`config.mk`:
```
export PLATFORM = sky130hd
export DESIGN_NAME = cfg_eeprom_loader
export DESIGN_NICKNAME = d
export VERILOG_FILES = /design/src/rtl/eeld_pkg.sv /design/src/rtl/eeld_tick.sv /design/src/rtl/eeld_frame.sv /design/src/rtl/cfg_eeprom_loader.sv
export SDC_FILE = /design/constraint.sdc
export NUM_CORES = 1
export LEC_CHECK = 0
export ABC_AREA = 1
export ABC_CLOCK_PERIOD_IN_PS = 3400
export BUFFER_PORTS_ARGS = -buffer_cell sky130_fd_sc_hd__buf_4
export CORE_MARGIN = 2
export CORE_UTILIZATION = 60
export CTS_BUF_LIST = sky130_fd_sc_hd__clkbuf_16
export DETAILED_ROUTE_END_ITERATION = 10
export PLACE_DENSITY = 0.79
export SYNTH_ARGS = -nofsm -noshare
export SYNTH_HDL_FRONTEND = slang
export SYNTH_SLANG_ARGS = --single-unit
```
`constraint.sdc`:
```
create_clock -name clk -period 3.4 [get_ports clk]
set_input_delay 0.51 -clock clk [delete_from_list [all_inputs] [get_ports clk]]
set_output_delay 0.51 -clock clk [all_outputs]
set_load 0.01 [all_outputs]
```
`src/rtl/eeld_pkg.sv`:
```
// Package: shared types and constants for the serial EEPROM loader.
// Assumes a three-wire read command of start bit plus two opcode bits.
package eeld_pkg;
    localparam int          HDR_W  = 3;
    localparam logic [2:0]  RD_HDR = 3'b110;

    typedef enum logic [2:0] {
        FR_IDLE, FR_SETUP, FR_HIGH, FR_LOW, FR_TAIL, FR_GAP
    } frame_state_t;

    typedef enum logic [2:0] {
        SQ_DETECT, SQ_DET_WAIT, SQ_READ, SQ_READ_WAIT, SQ_DONE, SQ_FAIL
    } seq_state_t;
endpackage

```
`src/rtl/eeld_tick.sv`:
```
// Module: half-period tick generator for the serial clock.
// Emits a one-cycle tick every HALF_DIV core cycles while run is high and
// restarts its count whenever run is low. Assumes HALF_DIV >= 2.
module eeld_tick #(
    parameter int HALF_DIV = 4
) (
    input  logic clk,
    input  logic rst_n,
    input  logic run,
    output logic tick
);
    localparam int CW = (HALF_DIV > 2) ? $clog2(HALF_DIV) : 1;

    logic [CW-1:0] cnt_q;

    assign tick = run && (cnt_q == CW'(HALF_DIV - 1));

    // Count core cycles inside each half period of the serial clock.
    always_ff @(posedge clk) begin
        if (!rst_n || !run || tick) begin
            cnt_q <= '0;
        end else begin
            cnt_q <= cnt_q + 1'b1;
        end
    end
endmodule

```
`src/rtl/eeld_frame.sv`:
```
// Module: one chip-select frame on the serial EEPROM wires.
// On go, loads a command word and clocks edge_total rising edges. It shifts
// the command out MSB first (zeros after it) and changes data out only while
// the clock is low. rise pulses in the first cycle of each high half and
// carries the index of that edge. stop ends the frame at the next falling
// edge. Assumes go arrives only while the engine is idle.
module eeld_frame
    import eeld_pkg::*;
#(
    parameter int CMD_W    = 11,
    parameter int EDGE_W   = 5,
    parameter int HALF_DIV = 4
) (
    input  logic              clk,
    input  logic              rst_n,
    input  logic              go,
    input  logic [CMD_W-1:0]  cmd,
    input  logic [EDGE_W-1:0] edge_total,
    input  logic              stop,
    output logic              cs,
    output logic              sk,
    output logic              di,
    output logic              rise,
    output logic [EDGE_W-1:0] rise_idx,
    output logic              done
);
    frame_state_t      st_q;
    logic [CMD_W-1:0]  sr_q;
    logic [EDGE_W-1:0] cnt_q;
    logic              tick;

    eeld_tick #(.HALF_DIV(HALF_DIV)) u_tick (
        .clk  (clk),
        .rst_n(rst_n),
        .run  (st_q != FR_IDLE),
        .tick (tick)
    );

    // Frame sequencing: select, clock halves, shift, deselect, gap.
    always_ff @(posedge clk) begin
        if (!rst_n) begin
            st_q     <= FR_IDLE;
            sr_q     <= '0;
            cnt_q    <= '0;
            cs       <= 1'b0;
            sk       <= 1'b0;
            di       <= 1'b0;
            rise     <= 1'b0;
            rise_idx <= '0;
            done     <= 1'b0;
        end else begin
            rise <= 1'b0;
            done <= 1'b0;
            unique case (st_q)
                FR_IDLE: begin
                    if (go) begin
                        cs    <= 1'b1;
                        sk    <= 1'b0;
                        di    <= cmd[CMD_W-1];
                        sr_q  <= {cmd[CMD_W-2:0], 1'b0};
                        cnt_q <= '0;
                        st_q  <= FR_SETUP;
                    end
                end
                FR_SETUP, FR_LOW: begin
                    if (tick) begin
                        sk       <= 1'b1;
                        rise     <= 1'b1;
                        rise_idx <= cnt_q;
                        cnt_q    <= cnt_q + 1'b1;
                        st_q     <= FR_HIGH;
                    end
                end
                FR_HIGH: begin
                    if (tick) begin
                        sk <= 1'b0;
                        if (stop || cnt_q == edge_total) begin
                            st_q <= FR_TAIL;
                        end else begin
                            di   <= sr_q[CMD_W-1];
                            sr_q <= {sr_q[CMD_W-2:0], 1'b0};
                            st_q <= FR_LOW;
                        end
                    end
                end
                FR_TAIL: begin
                    if (tick) begin
                        cs   <= 1'b0;
                        di   <= 1'b0;
                        st_q <= FR_GAP;
                    end
                end
                FR_GAP: begin
                    if (tick) begin
                        done <= 1'b1;
                        st_q <= FR_IDLE;
                    end
                end
                default: st_q <= FR_IDLE;
            endcase
        end
    end
endmodule

```
`src/rtl/cfg_eeprom_loader.sv`:
```
// Module: configuration loader for a 64- or 256-word serial EEPROM.
// After reset it runs one detection frame with zero address bits to find
// the address width. It then reads every word in ascending order, presenting
// each with a strobe. Assumes ee_do is already synchronous to clk or slow
// enough to be stable over a serial clock high half.
module cfg_eeprom_loader
    import eeld_pkg::*;
#(
    parameter int CLK_FREQ_HZ = 100_000_000,
    parameter int SK_HALF_DIV = 4,
    parameter int DATA_W      = 16,
    parameter int SMALL_ABITS = 6,
    parameter int LARGE_ABITS = 8
) (
    input  logic              clk,
    input  logic              rst_n,
    output logic              ee_cs,
    output logic              ee_sk,
    output logic              ee_di,
    input  logic              ee_do,
    output logic              cfg_valid,
    output logic [LARGE_ABITS-1:0] cfg_addr,
    output logic [DATA_W-1:0] cfg_data,
    output logic [3:0]        addr_bits,
    output logic              load_done,
    output logic              load_err
);
    localparam int MAX_ABITS = LARGE_ABITS;
    localparam int ADDR_W    = MAX_ABITS;
    localparam int CMD_W     = HDR_W + MAX_ABITS;
    localparam int MAX_EDGES = HDR_W + MAX_ABITS + 1 + DATA_W;
    localparam int EDGE_W    = $clog2(MAX_EDGES + 1);
    localparam int DET_EDGES = HDR_W + MAX_ABITS + 1;

    seq_state_t        seq_q;
    logic              go_q, hit_q, found_q;
    logic [CMD_W-1:0]  cmd_q;
    logic [EDGE_W-1:0] total_q;
    logic [3:0]        aw_q;
    logic [ADDR_W-1:0] addr_q;
    logic [DATA_W-1:0] shf_q;
    logic              f_rise, f_done;
    logic [EDGE_W-1:0] f_idx;
    logic [EDGE_W-1:0] det_bit;
    logic [ADDR_W:0]   n_words;
    logic              last_word;

    assign det_bit   = f_idx - EDGE_W'(HDR_W);
    assign n_words   = (ADDR_W+1)'(1) << aw_q;
    assign last_word = ({1'b0, addr_q} == n_words - 1'b1);
    assign addr_bits = aw_q;

    eeld_frame #(
        .CMD_W   (CMD_W),
        .EDGE_W  (EDGE_W),
        .HALF_DIV(SK_HALF_DIV)
    ) u_frame (
        .clk       (clk),
        .rst_n     (rst_n),
        .go        (go_q),
        .cmd       (cmd_q),
        .edge_total(total_q),
        .stop      (hit_q && seq_q == SQ_DET_WAIT),
        .cs        (ee_cs),
        .sk        (ee_sk),
        .di        (ee_di),
        .rise      (f_rise),
        .rise_idx  (f_idx),
        .done      (f_done)
    );

    // Load sequencing: detect width, then read each word and present it.
    always_ff @(posedge clk) begin
        if (!rst_n) begin
            seq_q     <= SQ_DETECT;
            go_q      <= 1'b0;
            hit_q     <= 1'b0;
            found_q   <= 1'b0;
            cmd_q     <= '0;
            total_q   <= '0;
            aw_q      <= '0;
            addr_q    <= '0;
            shf_q     <= '0;
            cfg_valid <= 1'b0;
            cfg_addr  <= '0;
            cfg_data  <= '0;
            load_done <= 1'b0;
            load_err  <= 1'b0;
        end else begin
            go_q      <= 1'b0;
            cfg_valid <= 1'b0;
            unique case (seq_q)
                SQ_DETECT: begin
                    cmd_q   <= {RD_HDR, {MAX_ABITS{1'b0}}};
                    total_q <= EDGE_W'(DET_EDGES);
                    hit_q   <= 1'b0;
                    found_q <= 1'b0;
                    go_q    <= 1'b1;
                    seq_q   <= SQ_DET_WAIT;
                end
                SQ_DET_WAIT: begin
                    if (f_rise && f_idx >= EDGE_W'(HDR_W) && !hit_q && !ee_do) begin
                        hit_q <= 1'b1;
                        if (det_bit == EDGE_W'(SMALL_ABITS) ||
                            det_bit == EDGE_W'(LARGE_ABITS)) begin
                            found_q <= 1'b1;
                            aw_q    <= 4'(det_bit);
                        end
                    end
                    if (f_done) begin
                        if (found_q) begin
                            seq_q <= SQ_READ;
                        end else begin
                            load_err <= 1'b1;
                            seq_q    <= SQ_FAIL;
                        end
                    end
                end
                SQ_READ: begin
                    cmd_q   <= {RD_HDR, ADDR_W'(addr_q << (4'(MAX_ABITS) - aw_q))};
                    total_q <= EDGE_W'(HDR_W + 1 + DATA_W) + EDGE_W'(aw_q);
                    go_q    <= 1'b1;
                    seq_q   <= SQ_READ_WAIT;
                end
                SQ_READ_WAIT: begin
                    if (f_rise && f_idx > EDGE_W'(HDR_W) + EDGE_W'(aw_q)) begin
                        shf_q <= {shf_q[DATA_W-2:0], ee_do};
                    end
                    if (f_done) begin
                        cfg_valid <= 1'b1;
                        cfg_addr  <= addr_q;
                        cfg_data  <= shf_q;
                        if (last_word) begin
                            seq_q <= SQ_DONE;
                        end else begin
                            addr_q <= addr_q + 1'b1;
                            seq_q  <= SQ_READ;
                        end
                    end
                end
                SQ_DONE: load_done <= 1'b1;
                SQ_FAIL: load_err  <= 1'b1;
                default: seq_q <= SQ_FAIL;
            endcase
        end
    end
endmodule

```
==> flow_metrics.tcl, run 1 <==
set metrics [dict create \
    maxCapViolations 0 \
    die_area_sq_um 9490 \
    cts_tree "yes" \
    hold_viol_final 0 \
    nets 785 \
    netlist_area_sq_um 5230 \
    ys.warnings.count 0 \
    drt_iter0_drc 213 \
    numCtsBuffers 9 \
    max_slew.worst_pin.slew_ps 636 \
    holdWs_ps 422 \
    ys_ff_latch 105 \
    fin_util_pct 67.7 \
    avgSynthCellArea_sq_um 7.13 \
    clk_latency_ps 350 \
    ys_seq_area_share_pct 40.2 \
    fin_tns_setup_ps 0 \
    dpl.hpwl_microns 8180 \
    power.switching_w 0.000974 \
    power.internal_w 0.00204 \
    cp-end-kind "flip-flop" \
    peakVddDrop_mv 0.375 \
    synth-compound-area-share_pct 16.0 \
    outcome "finished clean" \
    synth_area_leaders "dfxtp_1, nand2_1, nor2_1, o21ai_0, ha_1" \
    synth_top_family_by_area "simple AND/OR/NAND/NOR gates" \
    grt_max_degree 67 \
    r2r_cells 16 \
    synthXorXnorAreaFrac_pct 2.34 \
    combPwrFrac_pct 18.8 \
    io_pins 37 \
    area_growth_pct 11.1 \
    crit_top_cell "nand2_1" \
    min_period_ps 2820 \
    clk_pin_slew_worst_paths_ps 70 \
    min_period_over_period_pct 83.0 \
    core-area_sq_um 8590 \
    antenna_cells 0 \
    synth.most_common_cell "nand2_1" \
    start_kind "flip-flop" \
    synth_top_area_share_pct 40.2 \
    wl_per_cell_microns 13.2 \
    crit_slowest_cell "dfxtp_1" \
    port_buffers 36 \
    seq_power_share_pct 47.3 \
    p_clk_share_pct 33.9 \
    antenna_found_initial 0 \
    post_cts_buffers 0 \
    synth_ff_type "dfxtp_1" \
    gp_congestion 0.905 \
    crit_chain "inv_1 > ha_1 > nand2_1 > ha_1 > nand2_1 > nand2_1 > nor2_1 > nand2_1 > nor2_1 > nand2_1 > nor2_2 > nand2_4 > nand2_8 > inv_4 > nor2_1 > nor2_1" \
    syn_nets 760 \
    post_cts_resized 0 \
    grt.overflow.total 0 \
    final-setup-viol-count 0 \
    clock_path_buffers 2 \
    hp-class "reg2reg" \
    power_per_cell_area_nw_per_um2 518 \
    crit_path_max_incr_delay_ps 730 \
    die_height_microns 97.4 \
    crit_required_ps 3650 \
    min_to "u_frame.u_tick.cnt_q[0]" \
    rsz0062_at_grt "false" \
    skew_ps 8.33 \
    timing.rr.end "addr_q[1]" \
    via_count 4773 \
    timing.rr.start "addr_bits[2]" \
    min_path_cells 1 \
    htreeDepth 3 \
    max_slew_margin_pct 57.5 \
    synthSimpleGateAreaFrac_pct 27.4 \
    r2r_slack_ps 580 \
    synth_edf_count 0 \
    arrival_ps 3070 \
    switching_share_pct 32.3 \
    dr.pass1.iters 5 \
    grt_pass1_vias 4477 \
    clockRootBuffer "clkbuf_16" \
    synthDistinctLibCells 44 \
    hold_start "u_frame.u_tick.cnt_q[0]" \
    critPathKind "reg2reg" \
    maxSlewViolCount 0 \
    synthAdderAreaFrac_pct 5.50 \
    p_leak_nw 2.55 \
    grt_pass1_wl_microns 19900 \
    async_flop_share_pct 0 \
    die_w_microns 97.4 \
    yosys.area.top_type "dfxtp_1" \
    synth_commonest_cells "nand2_1, nor2_1, dfxtp_1, o21ai_0, inv_1" \
    avgViaCountPerCell 5.47 \
    muxShareOfSynthArea_pct 0 \
    initial_utilization_pct 60.9 \
    syn_inst 734 \
    rows 34 \
    max_freq_mhz 355 \
    drtAntennaViolNets 0 \
    grt_usage_pct 25.0 \
    cp_max_fo 14 \
    drc 0 \
    cts_sinks 105 \
    drive_gt1_share_pct 11.1 \
    holdBufCountCts 0 \
    drt-total-wl_microns 11500 \
]
cell usage in the layout, fill, tap and decap left out, drive strengths merged, types with 2 or more instances in the layout:
cell	Yosys	final
dfxtp	105	105
o21ai	78	78
nor2	134	134
ha	23	23
o31ai	2	2
inv	76	80
clkinv	2	3
buf	10	40
o211ai	6	6
nor3	8	8
nand3	29	29
clkbuf	16	9
a21oi	54	54
nand2	152	152
clkinvlp	0	2
nand4	7	7
a211oi	4	4
xnor2	3	3
a31oi	5	5
xor2	11	11
layout make-up:
type,instances,area (sq um)
flip-flops and latches,105,2100
clock inverters,7,71.3
fillers,746,2780
well taps,108,135
multi-input cells,525,2680
inverters,78,300
repair buffers,40,300
clock buffers,9,225
logic make-up (layout without fill, tap and decap cells):
logic type	after synthesis	count (layout)
buffers and inverters	104	134
DFF	105	105
adders and majority gates	23	23
and+or+nand+nor	334	334
AOI/OAI and AO/OA	154	154
xor gates and xnor gates	14	14
flip-flops by register name, indices dropped and copies added (netlist names), 2 cells and up:
name and flops:
cfg_data 16, shf_q 16, u_frame.sr_q 10, cmd_q 9, addr_q 8, cfg_addr 8, total_q 5, u_frame.cnt_q 5
u_frame.rise_idx 5, addr_bits 4, seq_q 3, u_frame.st_q 3, u_frame.u_tick.cnt_q 2
worst max path at each step:
stage                     slack, ps         start  cells after the start         to
after floorplan                 830  addr_bits[0]                     18  addr_q[0]
after global placement          800  addr_bits[2]                     16  addr_q[0]
after detailed placement        670  addr_bits[2]                     16  addr_q[1]
after CTS                       660  addr_bits[2]                     16  addr_q[1]
after global routing            380  addr_bits[2]                     16  addr_q[1]
final                           580  addr_bits[2]                     16  addr_q[1]
worst max-delay path: cells and delay by family, from the launching register on:
family | cells | cell delay (ps)
AND/OR/NAND/NOR | 12 | 1110
buffers and inverters | 2 | 310
adder cells (fa/ha/maj) | 2 | 560
flip-flops | 1 | 730
per-layer routing:
metal	vias up	track usage (%)	wire length (microns)
met4	0	9.51	235
met2	138	42.9	5540
met3	24	4.60	602
li1	2420	-	-
met1	2191	31.2	5110
met5	-	0	0
power by group through the flow:
stage	clock network [W]	registers [W]	logic [W]
3_5_place_dp	0	0.00145	0.000566
6_report	0.00102	0.00143	0.000566
3_3_place_gp	0	0.00145	0.000551
2_1_floorplan	0	0.00143	0.000467
5_1_grt	0.00109	0.00144	0.000671
4_1_cts	0.00104	0.00143	0.000569
through the flow:
stage | std cells | cell area (sq um) | worst slack, ps | total power, W
floorplan | 734 | 5230 | 832 | 0.00190
global placement | 856 | 5520 | 803 | 0.00200
detailed placement | 856 | 5520 | 675 | 0.00202
CTS | 872 | 5820 | 661 | 0.00303
global route | 872 | 5820 | 377 | 0.00320
finish | 872 | 5820 | 579 | 0.00301
No activity file was read; power rests on OpenSTA's default activity.
==> inputs of run 2 (changes only) <==
--- a/config.mk
+++ b/config.mk
@@ -5,14 +5,14 @@
 export SDC_FILE = /design/constraint.sdc
 export NUM_CORES = 1
 export LEC_CHECK = 0
-export ABC_AREA = 1
-export ABC_CLOCK_PERIOD_IN_PS = 3400
+export ABC_AREA = 0
+export ABC_CLOCK_PERIOD_IN_PS = 2800
 export BUFFER_PORTS_ARGS = -buffer_cell sky130_fd_sc_hd__buf_4
 export CORE_MARGIN = 2
 export CORE_UTILIZATION = 60
 export CTS_BUF_LIST = sky130_fd_sc_hd__clkbuf_16
 export DETAILED_ROUTE_END_ITERATION = 10
-export PLACE_DENSITY = 0.79
+export PLACE_DENSITY = 0.8
 export SYNTH_ARGS = -nofsm -noshare
 export SYNTH_HDL_FRONTEND = slang
 export SYNTH_SLANG_ARGS = --single-unit
==> constraint.sdc (replaced) <==
create_clock -name clk -period 2.8 [get_ports clk]
set_input_delay 0.42 -clock clk [delete_from_list [all_inputs] [get_ports clk]]
set_output_delay 0.42 -clock clk [all_outputs]
set_load 0.01 [all_outputs]
==> run 2 against run 1 <==
- via count is 10% lower
- utilization is 4.9 points higher
- clock-buffer cell count stayed put
- critical path type unchanged
- largest cell class unchanged
- highest routed layer unchanged
==> flow_metrics.tcl, run 2 <==
set metrics [dict create \
    outcome "finished clean" \
    multiInputGateArea_sq_um 2820 \
    die_height_microns 95.2 \
    synth_ff_type "dfxtp_1" \
    synth_area_leaders "dfxtp_1, mux2i_1, nand2_1, a21oi_1, nor2_1" \
    avgViaCountPerCell 5.87 \
    hold_viol_final 0 \
    seq_area_sq_um 2110 \
    via_count 4288 \
    die_w_microns 95.2 \
    synth_commonest_cells "dfxtp_1, nand2_1, nor2_1, a21oi_1, mux2i_1" \
    muxShareOfSynthArea_pct 8.29 \
    drt-total-wl_microns 11800 \
    critPathKind "reg2reg" \
    max_slew_margin_pct 56.7 \
    drive_gt1_share_pct 16.8 \
    initial_utilization_pct 61.4 \
    largest_registers "cfg_data: 16 flops, shf_q: 16 flops, u_frame.sr_q: 10 flops" \
    io_pins 37 \
    avgSynthCellArea_sq_um 8.46 \
    synthDistinctLibCells 53 \
    synth.most_common_cell "dfxtp_1" \
    final-setup-viol-count 0 \
    min_period_over_period_pct 97.5 \
    numCtsBuffers 9 \
    n_fill_cell 606 \
    ys.warnings.count 0 \
    yosys.area.top_type "dfxtp_1" \
    skew_ps 8.35 \
    peakVddDrop_mv 0.475 \
    wl_per_cell_microns 16.1 \
    synth_top_family_by_area "simple AND/OR/NAND/NOR gates" \
    antenna_cells 0 \
    syn_inst 590 \
    ys_ff_latch 105 \
    min_path_cells 3 \
    cp-end-kind "flip-flop" \
    arrival_ps 2980 \
    maxCapViolations 0 \
    dpl.hpwl_microns 7560 \
    min_period_ps 2730 \
    cts_tree "yes" \
    power_per_cell_area_nw_per_um2 494 \
    rsz0062_at_grt "true" \
    grt.overflow.total 0 \
    holdBufCountCts 0 \
    gp_congestion 0.895 \
    use_met3_pct 4.19 \
    cp_max_fo 15 \
    grt_usage_pct 26.2 \
    final_cell_mix "dfxtp_1, nand2_1, nor2_1, a21oi_1, buf_4" \
    hp-class "in2reg" \
    grt_max_degree 68 \
    grt_pass1_vias 3890 \
    fin_area_sq_um 5900 \
    place_inst 711 \
    synthXorXnorAreaFrac_pct 4.71 \
    grt_busiest_layer "met2" \
    async_flop_share_pct 0 \
    crit_required_ps 3050 \
    layoutNonFillerInstCount 731 \
    netlist_area_sq_um 4990 \
    drc 0 \
    dr.pass1.iters 6 \
    max_freq_mhz 366 \
    synthSimpleGateAreaFrac_pct 21.6 \
    drtAntennaViolNets 0 \
    grt_use_met2_pct 44.5 \
    mostFrequentLayoutCell "dfxtp_1" \
    htreeDepth 3 \
    core-area_sq_um 8130 \
    maxSlewViolCount 0 \
    area_growth_pct 18.2 \
    nets 647 \
    syn_nets 616 \
    p_leak_nw 2.26 \
    antenna_found_initial 0 \
    ys_seq_area_share_pct 42.1 \
    clk_pin_slew_worst_paths_ps 80 \
    rows 33 \
    clk_latency_ps 350 \
    synthAdderAreaFrac_pct 5.76 \
    r2r_cells 11 \
    grt_use_met1_pct 33.4 \
    drt_iter0_drc 256 \
    die_area_sq_um 9070 \
    synth_top_area_share_pct 42.1 \
    synth_edf_count 0 \
    clockRootBuffer "clkbuf_16" \
    grt_pass1_wl_microns 18800 \
    placed_cell_area_sq_um 5430 \
    cts_sinks 105 \
    synth-compound-area-share_pct 13.5 \
    start_kind "flip-flop" \
    max_slew.worst_pin.slew_ps 648 \
    clock_path_buffers 2 \
    port_buffers 36 \
]
-- run 2: cell type report --
cell class,instances,area share [%]
Multi-Input combinational cell,434,47.7
Sequential cell,105,35.7
Timing Repair Buffer,58,8.14
Clock buffer,9,3.81
Tap cell,105,2.23
Clock inverter,7,1.55
Inverter,13,0.869
-- run 2: final timing paths --
| check | startpoint | endpoint | slack, ps |
|---|---|---|---|
| setup / recovery | addr_bits[0] | addr_q[4] | 70 |
| hold / removal | ee_do | shf_q[0] | 350 |
| setup reg to reg | addr_bits[0] | addr_q[4] | 70 |
| hold reg to reg | u_frame.u_tick.cnt_q[0] | u_frame.u_tick.cnt_q[0] | 440 |
-- run 2: cells by family (layout without fill, tap and decap cells) --
logic type / count (synthesis) / in the layout
AND/OR/NAND/NOR: 231 / 231
multiplexers: 41 / 41
AO/OA/AOI/OAI: 113 / 113
flip-flops: 105 / 105
adder cells (fa/ha/maj): 23 / 23
XOR/XNOR: 26 / 26
buffers and inverters: 51 / 87
-- run 2: timing repair --
action                                  4_1_cts  5_1_grt
endpoints found under the setup margin        3        9
setup buffers                                 1        3
pin swaps                                     4        8
gates resized for setup                       6       17
hold endpoints to repair                      0        0
-- run 2: power by group --
part | leakage, nW | total (W) | switching [W] | internal, W
Combinational | 1.25 | 0.0000867 | 0.0000571 | 0.0000296
Clock | 0.154 | 0.00131 | 0.000657 | 0.000652
Sequential | 0.851 | 0.00152 | 0.0000145 | 0.00151
Total | 2.26 | 0.00292 | 0.000729 | 0.00219
-- run 2: metrics by stage --
stage	TNS, ps	power, W	utilization (%)	setup WS [ps]	hold slack [ps]
after floorplan	0	0.00162	-	2.19	408
after global placement	0	0.00164	66.8	58.9	415
after detailed placement	-97.7	0.00164	66.8	-54.5	425
after CTS	0	0.00293	71.2	4.03	361
after global routing	-39.3	0.00301	72.6	-30.7	391
final	0	0.00292	72.6	71.0	354
-- run 2: worst max-delay path, stage by stage, from the launching register on --
cell and delay [ps]:
dfxtp_4 380, buf_12 150, ha_4 150, nand3_2 110, ha_4 210, xor2_2 140
xnor2_1 160, nand3_1 110, or4_4 550, o31a_1 370, and3_4 190, mux2i_1 100
-- run 2: per-layer routing --
metal	vias to the layer above	routed length [microns]
met5	-	0
met4	0	331
met3	31	566
met2	131	5880
met1	2036	5020
li1	2090	-
